==> config.mk <==
export PLATFORM = sky130hd
export DESIGN_NAME = ilv_fetch_ctrl
export DESIGN_NICKNAME = d
export VERILOG_FILES = /design/src/rtl/ilv_fetch_pkg.sv /design/src/rtl/ilv_fetch_seq.sv /design/src/rtl/ilv_word_sel.sv /design/src/rtl/ilv_fetch_ctrl.sv
export SDC_FILE = /design/constraint.sdc
export NUM_CORES = 1
export LEC_CHECK = 0
export BUFFER_PORTS_ARGS = -buffer_cell sky130_fd_sc_hd__buf_2
export CAP_MARGIN = 25
export CORE_ASPECT_RATIO = 1.4
export CORE_MARGIN = 1.5
export CORE_UTILIZATION = 50
export DETAILED_ROUTE_END_ITERATION = 8
export MAX_ROUTING_LAYER = met4
export PLACE_DENSITY = 0.83
export SLEW_MARGIN = 15
export SYNTH_ARGS = -nofsm -noshare
export SYNTH_HDL_FRONTEND = slang
export SYNTH_SLANG_ARGS = --single-unit
==> constraint.sdc <==
create_clock -name clk -period 3.9 [get_ports clk]
set_input_delay 0.585 -clock clk [delete_from_list [all_inputs] [get_ports clk]]
set_output_delay 0.585 -clock clk [all_outputs]
set_load 0.05 [all_outputs]
==> src/rtl/ilv_fetch_pkg.sv <==
package ilv_fetch_pkg;
  typedef enum logic [1:0] {
    ST_IDLE = 2'd0,
    ST_ADDR = 2'd1,
    ST_WAIT = 2'd2,
    ST_XFER = 2'd3
  } ilv_state_e;
endpackage

==> src/rtl/ilv_fetch_seq.sv <==
module ilv_fetch_seq
  import ilv_fetch_pkg::*;
#(
  parameter int NW      = 4,
  parameter int AW      = 16,
  parameter int ACC_LAT = 15,
  localparam int IW     = (NW > 1) ? $clog2(NW) : 1,
  localparam int CW     = $clog2(ACC_LAT + 1)
) (
  input  logic          clk,
  input  logic          rst,
  input  logic          req_vld,
  input  logic [AW-1:0] req_addr,
  input  logic          req_seq,
  output logic          busy,
  output logic [AW-1:0] mem_addr,
  output logic [NW-1:0] mem_go,
  output logic          ld,
  output logic [IW-1:0] ld_idx,
  output logic          ld_last
);
  localparam logic [IW-1:0] LAST = IW'(NW - 1);

  ilv_state_e    st;
  logic [CW-1:0] cnt;
  logic [IW-1:0] widx;
  logic          seq_q;
  logic [IW-1:0] nidx;

  assign nidx = widx + 1'b1;

  // load strobe for the word register: end of an access wait, or
  // back-to-back transfers in interleaved mode
  always_comb begin
    ld     = 1'b0;
    ld_idx = widx;
    if (st == ST_WAIT && cnt == '0) begin
      ld     = 1'b1;
      ld_idx = widx;
    end else if (st == ST_XFER && !seq_q && widx != LAST) begin
      ld     = 1'b1;
      ld_idx = nidx;
    end
  end
  assign ld_last = (ld_idx == LAST);

  always_ff @(posedge clk) begin
    if (rst) begin
      st       <= ST_IDLE;
      cnt      <= '0;
      widx     <= '0;
      seq_q    <= 1'b0;
      busy     <= 1'b0;
      mem_addr <= '0;
      mem_go   <= '0;
    end else begin
      case (st)
        ST_IDLE: begin
          if (req_vld) begin
            st       <= ST_ADDR;
            mem_addr <= req_addr;
            seq_q    <= req_seq;
            widx     <= '0;
            busy     <= 1'b1;
            mem_go   <= req_seq ? NW'(1) : {NW{1'b1}};
          end
        end
        ST_ADDR: begin
          mem_go <= '0;
          cnt    <= CW'(ACC_LAT - 1);
          st     <= ST_WAIT;
        end
        ST_WAIT: begin
          if (cnt == '0) begin
            st     <= ST_XFER;
            mem_go <= (seq_q && widx != LAST) ? (NW'(1) << nidx) : '0;
          end else begin
            cnt <= cnt - 1'b1;
          end
        end
        ST_XFER: begin
          mem_go <= '0;
          if (widx == LAST) begin
            st   <= ST_IDLE;
            busy <= 1'b0;
          end else begin
            widx <= nidx;
            if (seq_q) begin
              st  <= ST_WAIT;
              cnt <= CW'(ACC_LAT - 1);
            end
          end
        end
        default: st <= ST_IDLE;
      endcase
    end
  end
endmodule

==> src/rtl/ilv_word_sel.sv <==
module ilv_word_sel #(
  parameter int NW = 4,
  parameter int DW = 32,
  localparam int IW = (NW > 1) ? $clog2(NW) : 1
) (
  input  logic             clk,
  input  logic             rst,
  input  logic [NW*DW-1:0] mem_rdata,
  input  logic             ld,
  input  logic [IW-1:0]    ld_idx,
  input  logic             ld_last,
  output logic             rsp_vld,
  output logic [DW-1:0]    rsp_data,
  output logic [IW-1:0]    rsp_idx,
  output logic             rsp_done
);
  logic [DW-1:0] bank_w [NW];

  for (genvar g = 0; g < NW; g++) begin : g_slice
    assign bank_w[g] = mem_rdata[g*DW +: DW];
  end

  always_ff @(posedge clk) begin
    if (rst) begin
      rsp_vld  <= 1'b0;
      rsp_done <= 1'b0;
      rsp_data <= '0;
      rsp_idx  <= '0;
    end else begin
      rsp_vld  <= ld;
      rsp_done <= ld & ld_last;
      if (ld) begin
        rsp_data <= bank_w[ld_idx];
        rsp_idx  <= ld_idx;
      end
    end
  end
endmodule

==> src/rtl/ilv_fetch_ctrl.sv <==
module ilv_fetch_ctrl #(
  parameter int NW      = 4,
  parameter int DW      = 32,
  parameter int AW      = 16,
  parameter int ACC_LAT = 15,
  localparam int IW     = (NW > 1) ? $clog2(NW) : 1
) (
  input  logic             clk,
  input  logic             rst,
  input  logic             req_vld,
  input  logic [AW-1:0]    req_addr,
  input  logic             req_seq,
  output logic             busy,
  output logic             rsp_vld,
  output logic [DW-1:0]    rsp_data,
  output logic [IW-1:0]    rsp_idx,
  output logic             rsp_done,
  output logic [AW-1:0]    mem_addr,
  output logic [NW-1:0]    mem_go,
  input  logic [NW*DW-1:0] mem_rdata
);
  logic          ld;
  logic [IW-1:0] ld_idx;
  logic          ld_last;

  ilv_fetch_seq #(.NW(NW), .AW(AW), .ACC_LAT(ACC_LAT)) u_seq (
    .clk      (clk),
    .rst      (rst),
    .req_vld  (req_vld),
    .req_addr (req_addr),
    .req_seq  (req_seq),
    .busy     (busy),
    .mem_addr (mem_addr),
    .mem_go   (mem_go),
    .ld       (ld),
    .ld_idx   (ld_idx),
    .ld_last  (ld_last)
  );

  ilv_word_sel #(.NW(NW), .DW(DW)) u_sel (
    .clk       (clk),
    .rst       (rst),
    .mem_rdata (mem_rdata),
    .ld        (ld),
    .ld_idx    (ld_idx),
    .ld_last   (ld_last),
    .rsp_vld   (rsp_vld),
    .rsp_data  (rsp_data),
    .rsp_idx   (rsp_idx),
    .rsp_done  (rsp_done)
  );
endmodule

==> metrics.md, run 1 <==
| Metric | Value |
|---|---|
| Status | finished clean |
| Rel. slew slack | 48.2% |
| HPWL after DPL | 9590 µm |
| Htree depth | 3 |
| Hold path cells | 2 |
| WL final | 13,000 µm |
| CTS buffer count | 9 |
| # diodes | 0 |
| Drt pass-1 iters | 5 |
| Lkg Pwr | 0.00241 µW |
| Synth Warn # | 0 |
| Top-area cell type share of the netlist area | 31.0% |
| Routed via count | 4,606 |
| Final-report hold violation count | 0 |
| Hold slack | 0.452 ns |
| Hold endpoint | u_seq.mem_addr[10]$_SDFFE_PP0P_ |
| Vias in the first global route | 4,358 |
| GP Congestion | 0.850 |
| Hold buffers post-CTS | 0 |
| TNS Setup | 0 ns |
| Flop2flop setup slack | 0.72 ns |
| Min-delay worst type | reg -> reg |
| Async SR Flop Fraction | 0% |
| Number of flops mapped to enable cells by yosys | 0 |
| Ports | 205 |
| Post-route ant nets | 0 |
| Synth area leader | dfxtp_1 |
| R2R Path End | u_sel.rsp_data[2]$_SDFFE_PP0P_ |
| Type of origin of the critical path | register |
| Most common cell after layout, fill and taps aside | buf_2 |
| Most frequent cells in the layout | 204 x buf_2, 104 x nand2_1, 65 x dfxtp_1 |
| CP Class | reg -> reg |
| Post-route DRC | 0 |
| Primary FF master, synth | dfxtp_1 |
| Final #Nets | 834 |
| Number of port buffers | 204 |
| Slew at the pin closest to its max-slew limit | 0.777 ns |
| Fin util | 68.4% |
| Post-layout min period | 3.18 ns |
| CTS tree | done |
| Share of layout cells above drive strength 1 | 44.2% |
| Area delta synth->final | 31.4% |
| Setup repair bufs after CTS | 0 |
| Synth Cell Area | 4270 µm² |
| Post-Syn Nets | 651 |
| Worst-path fanout max | 22 |
| Worst stage delay on the critical path | 0.65 ns |
| CP max-delay cell | dfxtp_1 |
| Register area | 1330 µm² |
| RSZ-0062 raised after global routing | false |
| CP cell instances | clkinv_1, ha_1, and2_1, buf_4, a21o_1, nand3_1, a22o_1 |
| Top cells by area, synth | dfxtp_1 31%, nand2_1 9.1%, a221oi_2 8.4%, mux2_2 7.9%, mux2i_1 7.5% |
| Post-synthesis sequential area ratio | 31.0% |
| DRT iter0 DRCs | 224 |
| Final setup fails | 0 |
| # rows | 39 |
| Grt ovf | 0 |
| Hold Path Origin | u_seq.mem_addr[10]$_SDFFE_PP0P_ |
| Core region area | 8200 µm² |
| Resize count post-CTS | 0 |
| Worst-path clk slew | 0.06 ns |
| Area of the multi-input gates | 2720 µm² |
| Mapped Cells | 498 |
| Slew Limit Fails | 0 |
| Chip Width | 81.1 µm |
| Routed WL per cell | 16.4 µm |
| R2r startpoint | u_seq.widx[1]$_SDFFE_PP0P_ |
| Num Clock Sinks | 66 |
| Post-synthesis register bit count | 66 |
| Fin crit share | 81.6% |
| Max_cap viols | 0 |
| Die height | 112 µm |
| Clock buffer depth | 2 |
| Fmax | 314 MHz |
| CP top delay family | compound AO/OA/AOI/OAI gates |
| Cell count of the worst reg-to-reg path | 7 |
| Worst path buffer plus inverter count | 2 |
| Crit path capture type | register |
| Initial Utilization | 52.0% |
| Pwr Density | 445 nW/µm² |
| First-pass GRT wire length | 20,700 µm |
| Worst IR Drop VDD | 0.000273 V |
| Fillers | 697 |
| Syn avg cell area | 8.57 µm² |
| DIE AREA | 9100 µm² |
| Root Driver | clkbuf_16 |
| Required @ worst endpoint | 4.11 ns |
| Antenna violations before repair | 0 |
| Crit path DAT | 3.40 ns |
| Drt via density | 5.85 |
| Total global-route track usage | 30.3% |
| Distinct cells, synth | 40 |
| Worst skew pair latency | 0.33 ns |
| Worst Skew | 0.00736 ns |
| Maximum number of pins on one net before global-route repair | 45 |
[flip-flops by register name (all words and copies together) (netlist names)]
register,flops
u_sel.rsp_data,32
u_seq.mem_addr,16
u_seq.cnt,4
u_seq.mem_go,4
u_sel.rsp_idx,2
u_seq.st,2
u_seq.widx,2
u_sel.rsp_done,1
u_sel.rsp_vld,1
u_seq.busy,1
u_seq.seq_q,1
[where the power goes]
group	internal [µW]	switching, µW
clock network	480	283
registers	764	68.4
logic	309	589
[final cells by class]
cell class / count / area share (%)
Multi-Input combinational cell: 378 / 48.5
Sequential cell: 66 / 23.6
Timing Repair Buffer: 217 / 19.9
Clock buffer: 14 / 4.89
Tap cell: 102 / 2.28
Inverter: 9 / 0.602
Clock inverter: 2 / 0.178
[metal layers]
metal	GRT usage, %	vias to the layer above	share of wire [%]
met1	34.1	2130	38
met4	16.1	0	4.2
met3	5.69	41	7.4
met5	-	-	0
li1	-	2200	-
met2	49.7	235	50
[cell families after synthesis]
family | count (synthesis) | share of synthesized area (%)
adder cells (fa/ha/maj) | 5 | 1.47
XOR/XNOR | 4 | 0.821
multiplexers | 66 | 17.5
flip-flops | 66 | 31.0
AO/OA/AOI/OAI | 130 | 25.6
buffers and inverters | 54 | 5.92
AND/OR/NAND/NOR | 173 | 17.7
[Yosys cell counts (8+ instances only)]
library cell,n
clkbuf_1,15
dfxtp_1,66
o21ai_0,8
o21ai_1,19
mux2_2,30
nand3_1,33
a221oi_1,9
a221oi_2,24
inv_1,8
nor2_1,15
mux2i_1,32
a22o_1,30
buf_2,16
buf_1,9
a21oi_1,24
nand2_1,104
[per-stage QoR]
step / power (µW) / area, µm² / setup WS, ns / std cells
floorplan: 1500 / 4270 / 1.47 / 498
global placement: 1710 / 5320 / 0.949 / 772
detailed placement: 1740 / 5320 / 0.759 / 772
CTS: 2500 / 5610 / 0.732 / 788
global route: 2620 / 5610 / 0.497 / 788
finish: 2490 / 5610 / 0.716 / 788
[worst min-delay path, cell delays in order, from the launching register on]
cell     delay [ns]
dfxtp_1        0.30
nand2_1        0.05
a21oi_1        0.05
[how the worst max path moves through the flow]
stage,from,endpoint,depth (start not counted)
after detailed placement,u_seq.widx[1]$_SDFFE_PP0P_,u_sel.rsp_data[2]$_SDFFE_PP0P_,7
after global routing,u_seq.widx[1]$_SDFFE_PP0P_,u_sel.rsp_data[2]$_SDFFE_PP0P_,7
after CTS,u_seq.widx[1]$_SDFFE_PP0P_,u_sel.rsp_data[2]$_SDFFE_PP0P_,7
final,u_seq.widx[1]$_SDFFE_PP0P_,u_sel.rsp_data[2]$_SDFFE_PP0P_,7
after global placement,u_seq.widx[1]$_SDFFE_PP0P_,u_sel.rsp_data[5]$_SDFFE_PP0P_,7
after floorplan,u_seq.widx[1]$_SDFFE_PP0P_,u_sel.rsp_data[24]$_SDFFE_PP0P_,7
Power figures use the tool's default switching activity.
==> inputs of run 2 (changes only) <==
CORE_UTILIZATION = 47   (was 50)
PLACE_DENSITY = 0.78   (was 0.83)
clock period = 3.19 ns   (was 3.9 ns; I/O delays follow)
==> run 2 against run 1 <==
Compared with the run above:
- clock skew rose by 0.00091 ns
- count of clock-buffer cells in the layout fell by 1
- non-clock buffer count rose by 2
- design area rose by 2.1%
- clock power rose by 62%
- final cell count rose by 0.63%
- first-iteration DRC count fell by 19%
- power rose by 35%
- sequential cell count did not move
- register-to-register slack got worse by 0.26 ns
- core utilization fell by 2.7 points
- maximum frequency rose by 16%
- highest routed layer unchanged
==> metrics.md, run 2 (synthesized netlist as in run 1, its figures left out) <==
| Metric | Value |
|---|---|
| Status | finished clean |
| DRT iter0 DRCs | 181 (-19%) |
| # rows | 40 (+2.6%) |
| Maximum number of pins on one net before global-route repair | 38 (-16%) |
| Largest register by flop count | u_sel.rsp_data |
| GP Congestion | 0.842 (-0.95%) |
| Min-delay worst type | in -> reg |
| Total power | 3360 µW (+35%) |
| Worst-path fanout max | 22 (unchanged) |
| Drt pass-1 iters | 5 (unchanged) |
| First-pass GRT wire length | 21,600 µm (+4.4%) |
| Root Driver | clkbuf_16 |
| CP cell instances | clkinv_1, ha_1, and2_1, a21o_1, nand3_1, a22o_1 |
| Worst skew pair latency | 0.33 ns (about the same) |
| CP Class | reg -> reg |
| Htree depth | 3 (unchanged) |
| Die height | 116 µm (+3.1%) |
| Fmax | 365 MHz (+16%) |
| Drt via density | 5.83 (-0.31%) |
| Non-Filler Instances | 793 (+0.63%) |
| Fin crit share | 85.8% (+4.2 points) |
| Pwr Density | 587 nW/µm² (+32%) |
| Worst IR Drop VDD | 0.000384 V (+41%) |
| RSZ-0062 raised after global routing | false |
| Core region area | 8710 µm² (+6.2%) |
| Routed WL per cell | 16.9 µm (+3.0%) |
| Most common cell after layout, fill and taps aside | buf_2 |
| Antenna violations before repair | 0 (unchanged) |
| Number of port buffers | 204 (unchanged) |
| Crit path DAT | 2.96 ns (-0.44 ns) |
| Max_cap viols | 0 (unchanged) |
| Worst-path clk slew | 0.06 ns (about the same) |
| TNS Setup | 0 ns (unchanged) |
| Num Clock Sinks | 66 (unchanged) |
| Grt ovf | 0 (unchanged) |
| Worst Skew | 0.00827 ns (+0.000908 ns) |
| Chip Width | 83.5 µm (+3.0%) |
| CTS buffer count | 9 (unchanged) |
| Total global-route track usage | 28.6% (-1.7 points) |
| Fillers | 748 (+7.3%) |
| Resize count post-CTS | 0 (unchanged) |
| CP max-delay cell | a21o_1 |
| # diodes | 0 (unchanged) |
| Slew Limit Fails | 0 (unchanged) |
| Most frequent cells in the layout | 204 x buf_2, 104 x nand2_1, 65 x dfxtp_1 |
| Vias in the first global route | 4,647 (+6.6%) |
| Area delta synth->final | 34.2% |
| Initial Utilization | 49.0% (-3.1 points) |
| Post-layout min period | 2.74 ns (-0.446 ns) |
| Biggest registers after layout | u_sel.rsp_data (32), u_seq.mem_addr (16) |
| Ports | 205 (unchanged) |
| Final setup fails | 0 (unchanged) |
| Post-route DRC | 0 (unchanged) |
| Crit path capture type | register |
| Final WS setup | 0.452 ns (-0.264 ns) |
| Inst Count DP | 777 (+0.65%) |
| Worst stage delay on the critical path | 0.67 ns (+0.02 ns) |
| Setup repair bufs after CTS | 0 (unchanged) |
| Post-Place Worst Slack | 0.506 ns (-0.253 ns) |
| Share of layout cells above drive strength 1 | 44.6% (+0.45 points) |
| Post-route ant nets | 0 (unchanged) |
| Routed via count | 4,621 (+0.33%) |
| Type of origin of the critical path | register |
| Rel. slew slack | 45.0% (-3.2 points) |
| Hold buffers post-CTS | 0 (unchanged) |
| DIE AREA | 9670 µm² (+6.2%) |
| CTS tree | done |
| Required @ worst endpoint | 3.41 ns (-0.70 ns) |
| HPWL after DPL | 9790 µm (+2.1%) |
| Slew at the pin closest to its max-slew limit | 0.825 ns (+0.0485 ns) |
| Lkg Pwr | 0.00247 µW (+2.3%) |
| Placed inst area | 5340 µm² (+0.35%) |
| Final-report hold violation count | 0 (unchanged) |
| WL final | 13,400 µm (+3.7%) |
| Clock buffer depth | 2 (unchanged) |
| Max FFs per register | 32 (unchanged) |
| Final #Nets | 836 (+0.24%) |
| Post-layout instance area | 5720 µm² (+2.1%) |
[run 2: critical path, delay by kind of cell, from the launching register on]
| family | cells | cell delay (ns) |
|---|---|---|
| flip-flops | 1 | 0.37 |
| adder cells (fa/ha/maj) | 1 | 0.53 |
| AO/OA/AOI/OAI | 2 | 0.94 |
| buffers and inverters | 1 | 0.30 |
| AND/OR/NAND/NOR | 2 | 0.49 |
[run 2: metrics by stage]
stage | util (%) | hold slack, ns
after global placement | 61.4 | 0.439
after CTS | 65.7 | 0.375
after global routing | 65.7 | 0.397
after detailed placement | 61.4 | 0.444
final | 65.7 | 0.389
after floorplan | - | 0.457
[run 2: path summary, 6_finish.rpt]
path                                                 startpoint                              end  slack, ns  cells after the start
worst max-delay path                 u_seq.widx[1]$_SDFFE_PP0P_   u_sel.rsp_data[5]$_SDFFE_PP0P_       0.45                      6
worst min-delay path                                req_addr[3]   u_seq.mem_addr[3]$_SDFFE_PP0P_       0.39                      3
worst max register to register       u_seq.widx[1]$_SDFFE_PP0P_   u_sel.rsp_data[5]$_SDFFE_PP0P_       0.45                      6
worst min register to register  u_seq.mem_addr[11]$_SDFFE_PP0P_  u_seq.mem_addr[11]$_SDFFE_PP0P_       0.45                      2
[run 2: layout make-up]
| class | count | area, µm² | share of cell area (%) |
|---|---|---|---|
| Multi-Input combinational cell | 378 | 2720 | 47.5 |
| Clock inverter | 3 | 90.1 | 1.57 |
| Timing Repair Buffer | 219 | 1130 | 19.8 |
| Tap cell | 105 | 131 | 2.30 |
| Clock buffer | 13 | 292 | 5.09 |
| Inverter | 9 | 33.8 | 0.590 |
| Sequential cell | 66 | 1330 | 23.1 |
[run 2: per-layer routing]
metal / vias up / part of all wire, % / track usage [%] / wire length [µm]
met5: - / 0 / - / 0
met4: 0 / 2.5 / 15.6 / 337
met2: 242 / 52 / 50.2 / 6980
li1: 2205 / - / - / -
met3: 28 / 7.1 / 5.56 / 959
met1: 2146 / 38 / 30.5 / 5150
[run 2: power by group]
group | internal, µW | switching, µW | leakage (µW)
clock | 875 | 365 | 0.000187
sequential | 933 | 67.6 | 0.000540
combinational | 381 | 735 | 0.00174
==> inputs of run 3 (changes only) <==
CTS_BUF_LIST = sky130_fd_sc_hd__clkbuf_16   (was unset)
GPL_TIMING_DRIVEN = 1   (was unset)
RECOVER_POWER = 25   (was unset)
==> run 3 against run 2 <==
Compared with the run above:
- the run now ends with capacitance limit, slew limit left
- sequential power about the same
- register-to-register slack got worse by 0.09 ns
- sequential share of layout area increased by 0.23 points
- wire length up 0.21%
- clock skew fell by 0.0033 ns
- die area is the same
- global-route usage decreased by 0.12 points
- combinational power about the same
- final cell count stayed put
- sequential cell count stayed put
- critical endpoint unchanged
==> metrics.md, run 3 (synthesized netlist as in run 1, its figures left out) <==
| Metric | Value |
|---|---|
| TNS Setup | 0 ns (unchanged) |
| Worst-path fanout max | 22 (unchanged) |
| Pwr Density | 579 nW/µm² (-1.2%) |
| Power share of the clock group | 35.6% (-1.3 points) |
| Status | complete, but fails checks |
| Fin crit share | 88.5% (+2.7 points) |
| Fmax | 354 MHz (-3.1%) |
| Drt pass-1 iters | 7 (+2) |
| Area delta synth->final | 32.5% |
| Final-report hold violation count | 0 (unchanged) |
| Maximum number of pins on one net before global-route repair | 38 (unchanged) |
| Net switching power | 1170 µW (about the same) |
| Post-layout min period | 2.82 ns (+0.0867 ns) |
| Post-route DRC | 0 (unchanged) |
| Htree depth | 3 (unchanged) |
| Core region area | 8710 µm² (unchanged) |
| Cell Int Power | 2110 µW (-3.8%) |
| Vias in the first global route | 4,651 (+0.086%) |
| Ports | 205 (unchanged) |
| Slew Limit Fails | 26 (+26) |
| WL final | 13,500 µm (+0.21%) |
| Share of layout cells above drive strength 1 | 40.0% (-4.7 points) |
| Num Clock Sinks | 66 (unchanged) |
| Worst stage delay on the critical path | 0.66 ns (about the same) |
| Resize count post-CTS | 0 (unchanged) |
| GP Congestion | 0.842 (unchanged) |
| Setup repair bufs after CTS | 0 (unchanged) |
| Fin util | 64.9% (-0.82 points) |
| Drt via density | 5.88 (+0.97%) |
| Routed via count | 4,666 (+0.97%) |
| CTS tree | done |
| Root Driver | clkbuf_16 |
| Largest register by flop count | u_sel.rsp_data |
| Slew at the pin closest to its max-slew limit | 1.52 ns (+0.691 ns) |
| Worst path buffer plus inverter count | 1 (unchanged) |
| Final #Nets | 836 (unchanged) |
| Worst skew pair latency | 0.33 ns (about the same) |
| Type of origin of the critical path | register |
| Most common cell after layout, fill and taps aside | buf_2 |
| Worst-path clk slew | 0.06 ns (about the same) |
| Inst Count DP | 777 (unchanged) |
| CP top delay family | compound AO/OA/AOI/OAI gates |
| Final setup fails | 0 (unchanged) |
| Initial Utilization | 49.0% (unchanged) |
| Crit path capture type | register |
| Gate power share | 33.8% (+0.5 points) |
| Post-route ant nets | 0 (unchanged) |
| Chip Width | 83.5 µm (unchanged) |
| Clock buffer depth | 2 (unchanged) |
| # diodes | 0 (unchanged) |
| Most frequent cells in the layout | 177 x buf_2, 104 x nand2_1, 66 x dfxtp_1 |
| Max_cap viols | 1 (+1) |
| First-pass GRT wire length | 21,500 µm (-0.22%) |
| Antenna violations before repair | 0 (unchanged) |
| HPWL after DPL | 9790 µm (unchanged) |
| Crit path DAT | 3.05 ns (+0.09 ns) |
| Hold buffers post-CTS | 0 (unchanged) |
| Worst IR Drop VDD | 0.000388 V (+1.1%) |
| CP Class | reg -> reg |
| Lkg Pwr | 0.00234 µW (-5.4%) |
| Violations in the final reports | capacitance limit, slew limit |
| CP max-delay cell | a21o_1 |
| Worst Skew | 0.00494 ns (-0.00333 ns) |
| Max FFs per register | 32 (unchanged) |
| Sequential power share | 30.6% (+0.8 points) |
| Total global-route track usage | 28.5% (-0.12 points) |
| CP cell instances | inv_1, ha_1, and2_1, a21o_1, nand3_1, a22o_1 |
| Biggest registers after layout | u_sel.rsp_data (32), u_seq.mem_addr (16) |
| Required @ worst endpoint | 3.42 ns (about the same) |
| DRT iter0 DRCs | 167 (-7.7%) |
| Fillers | 761 (+1.7%) |
| RSZ-0062 raised after global routing | false |
| DIE AREA | 9670 µm² (unchanged) |
| # rows | 40 (unchanged) |
| Die height | 116 µm (unchanged) |
| Min-delay worst type | in -> reg |
| Sw frac | 35.7% (+0.86 points) |
| Number of port buffers | 204 (unchanged) |
| CTS buffer count | 9 (unchanged) |
| Rel. slew slack | -1.06% (-46 points) |
| Non-Filler Instances | 793 (unchanged) |
| Grt ovf | 0 (unchanged) |
| Routed WL per cell | 17.0 µm (+0.21%) |
==> run 3: cell count changes in the layout (fill, tap and decap cells not counted), sizes merged <==
cell / change
buf: -28
clkbuf: +25
clkinv: +3
==> run 3: worst paths after layout <==
path                                         from                              end  slack [ns]  depth (start not counted)
hold / removal                        req_addr[3]   u_seq.mem_addr[3]$_SDFFE_PP0P_        0.39                          3
hold reg to reg   u_seq.mem_addr[10]$_SDFFE_PP0P_  u_seq.mem_addr[10]$_SDFFE_PP0P_        0.45                          2
setup reg to reg       u_seq.widx[0]$_SDFFE_PP0P_   u_sel.rsp_data[5]$_SDFFE_PP0P_        0.37                          6
setup / recovery       u_seq.widx[0]$_SDFFE_PP0P_   u_sel.rsp_data[5]$_SDFFE_PP0P_        0.37                          6
==> run 3: through the flow <==
stage | worst slack [ns] | hold WS [ns] | instance area (µm²) | total power (µW)
3_5_place_dp | 0.506 | 0.444 | 5340 | 2130
6_report | 0.365 | 0.387 | 5650 | 3270
3_3_place_gp | 0.565 | 0.439 | 5340 | 2100
4_1_cts | 0.494 | 0.375 | 5690 | 3290
2_1_floorplan | 0.756 | 0.457 | 4270 | 1830
5_1_grt | 0.206 | 0.397 | 5650 | 3420
==> run 3: layout make-up <==
type	count	area [µm²]	area share (%)
Clock buffer	10	250	4.43
Sequential cell	66	1320	23.4
Inverter	9	33.8	0.598
Tap cell	105	131	2.32
Timing Repair Buffer	219	1100	19.4
Multi-Input combinational cell	378	2720	48.1
Clock inverter	6	101	1.79
==> run 3: power groups by stage <==
stage               sequential [µW]  clock [µW]  combinational [µW]
floorplan                      1310           0                 516
global placement               1010           0                1090
detailed placement             1010           0                1110
CTS                            1000        1180                1120
global route                   1020        1220                1190
finish                         1000        1170                1110
==> run 3: worst min-delay path: stages <==
cell and delay, ns:
buf_2 0.10, nand2_1 0.04, a21oi_1 0.05
==> run 3: per-layer routing <==
layer / vias up / routed length [µm] / part of all wire, % / track usage (%)
li1: 2200 / - / - / -
met1: 2193 / 5220 / 39 / 30.7
met2: 233 / 6800 / 51 / 49.6
met3: 40 / 977 / 7.3 / 5.48
met4: 0 / 464 / 3.4 / 15.6
met5: - / 0 / 0 / -
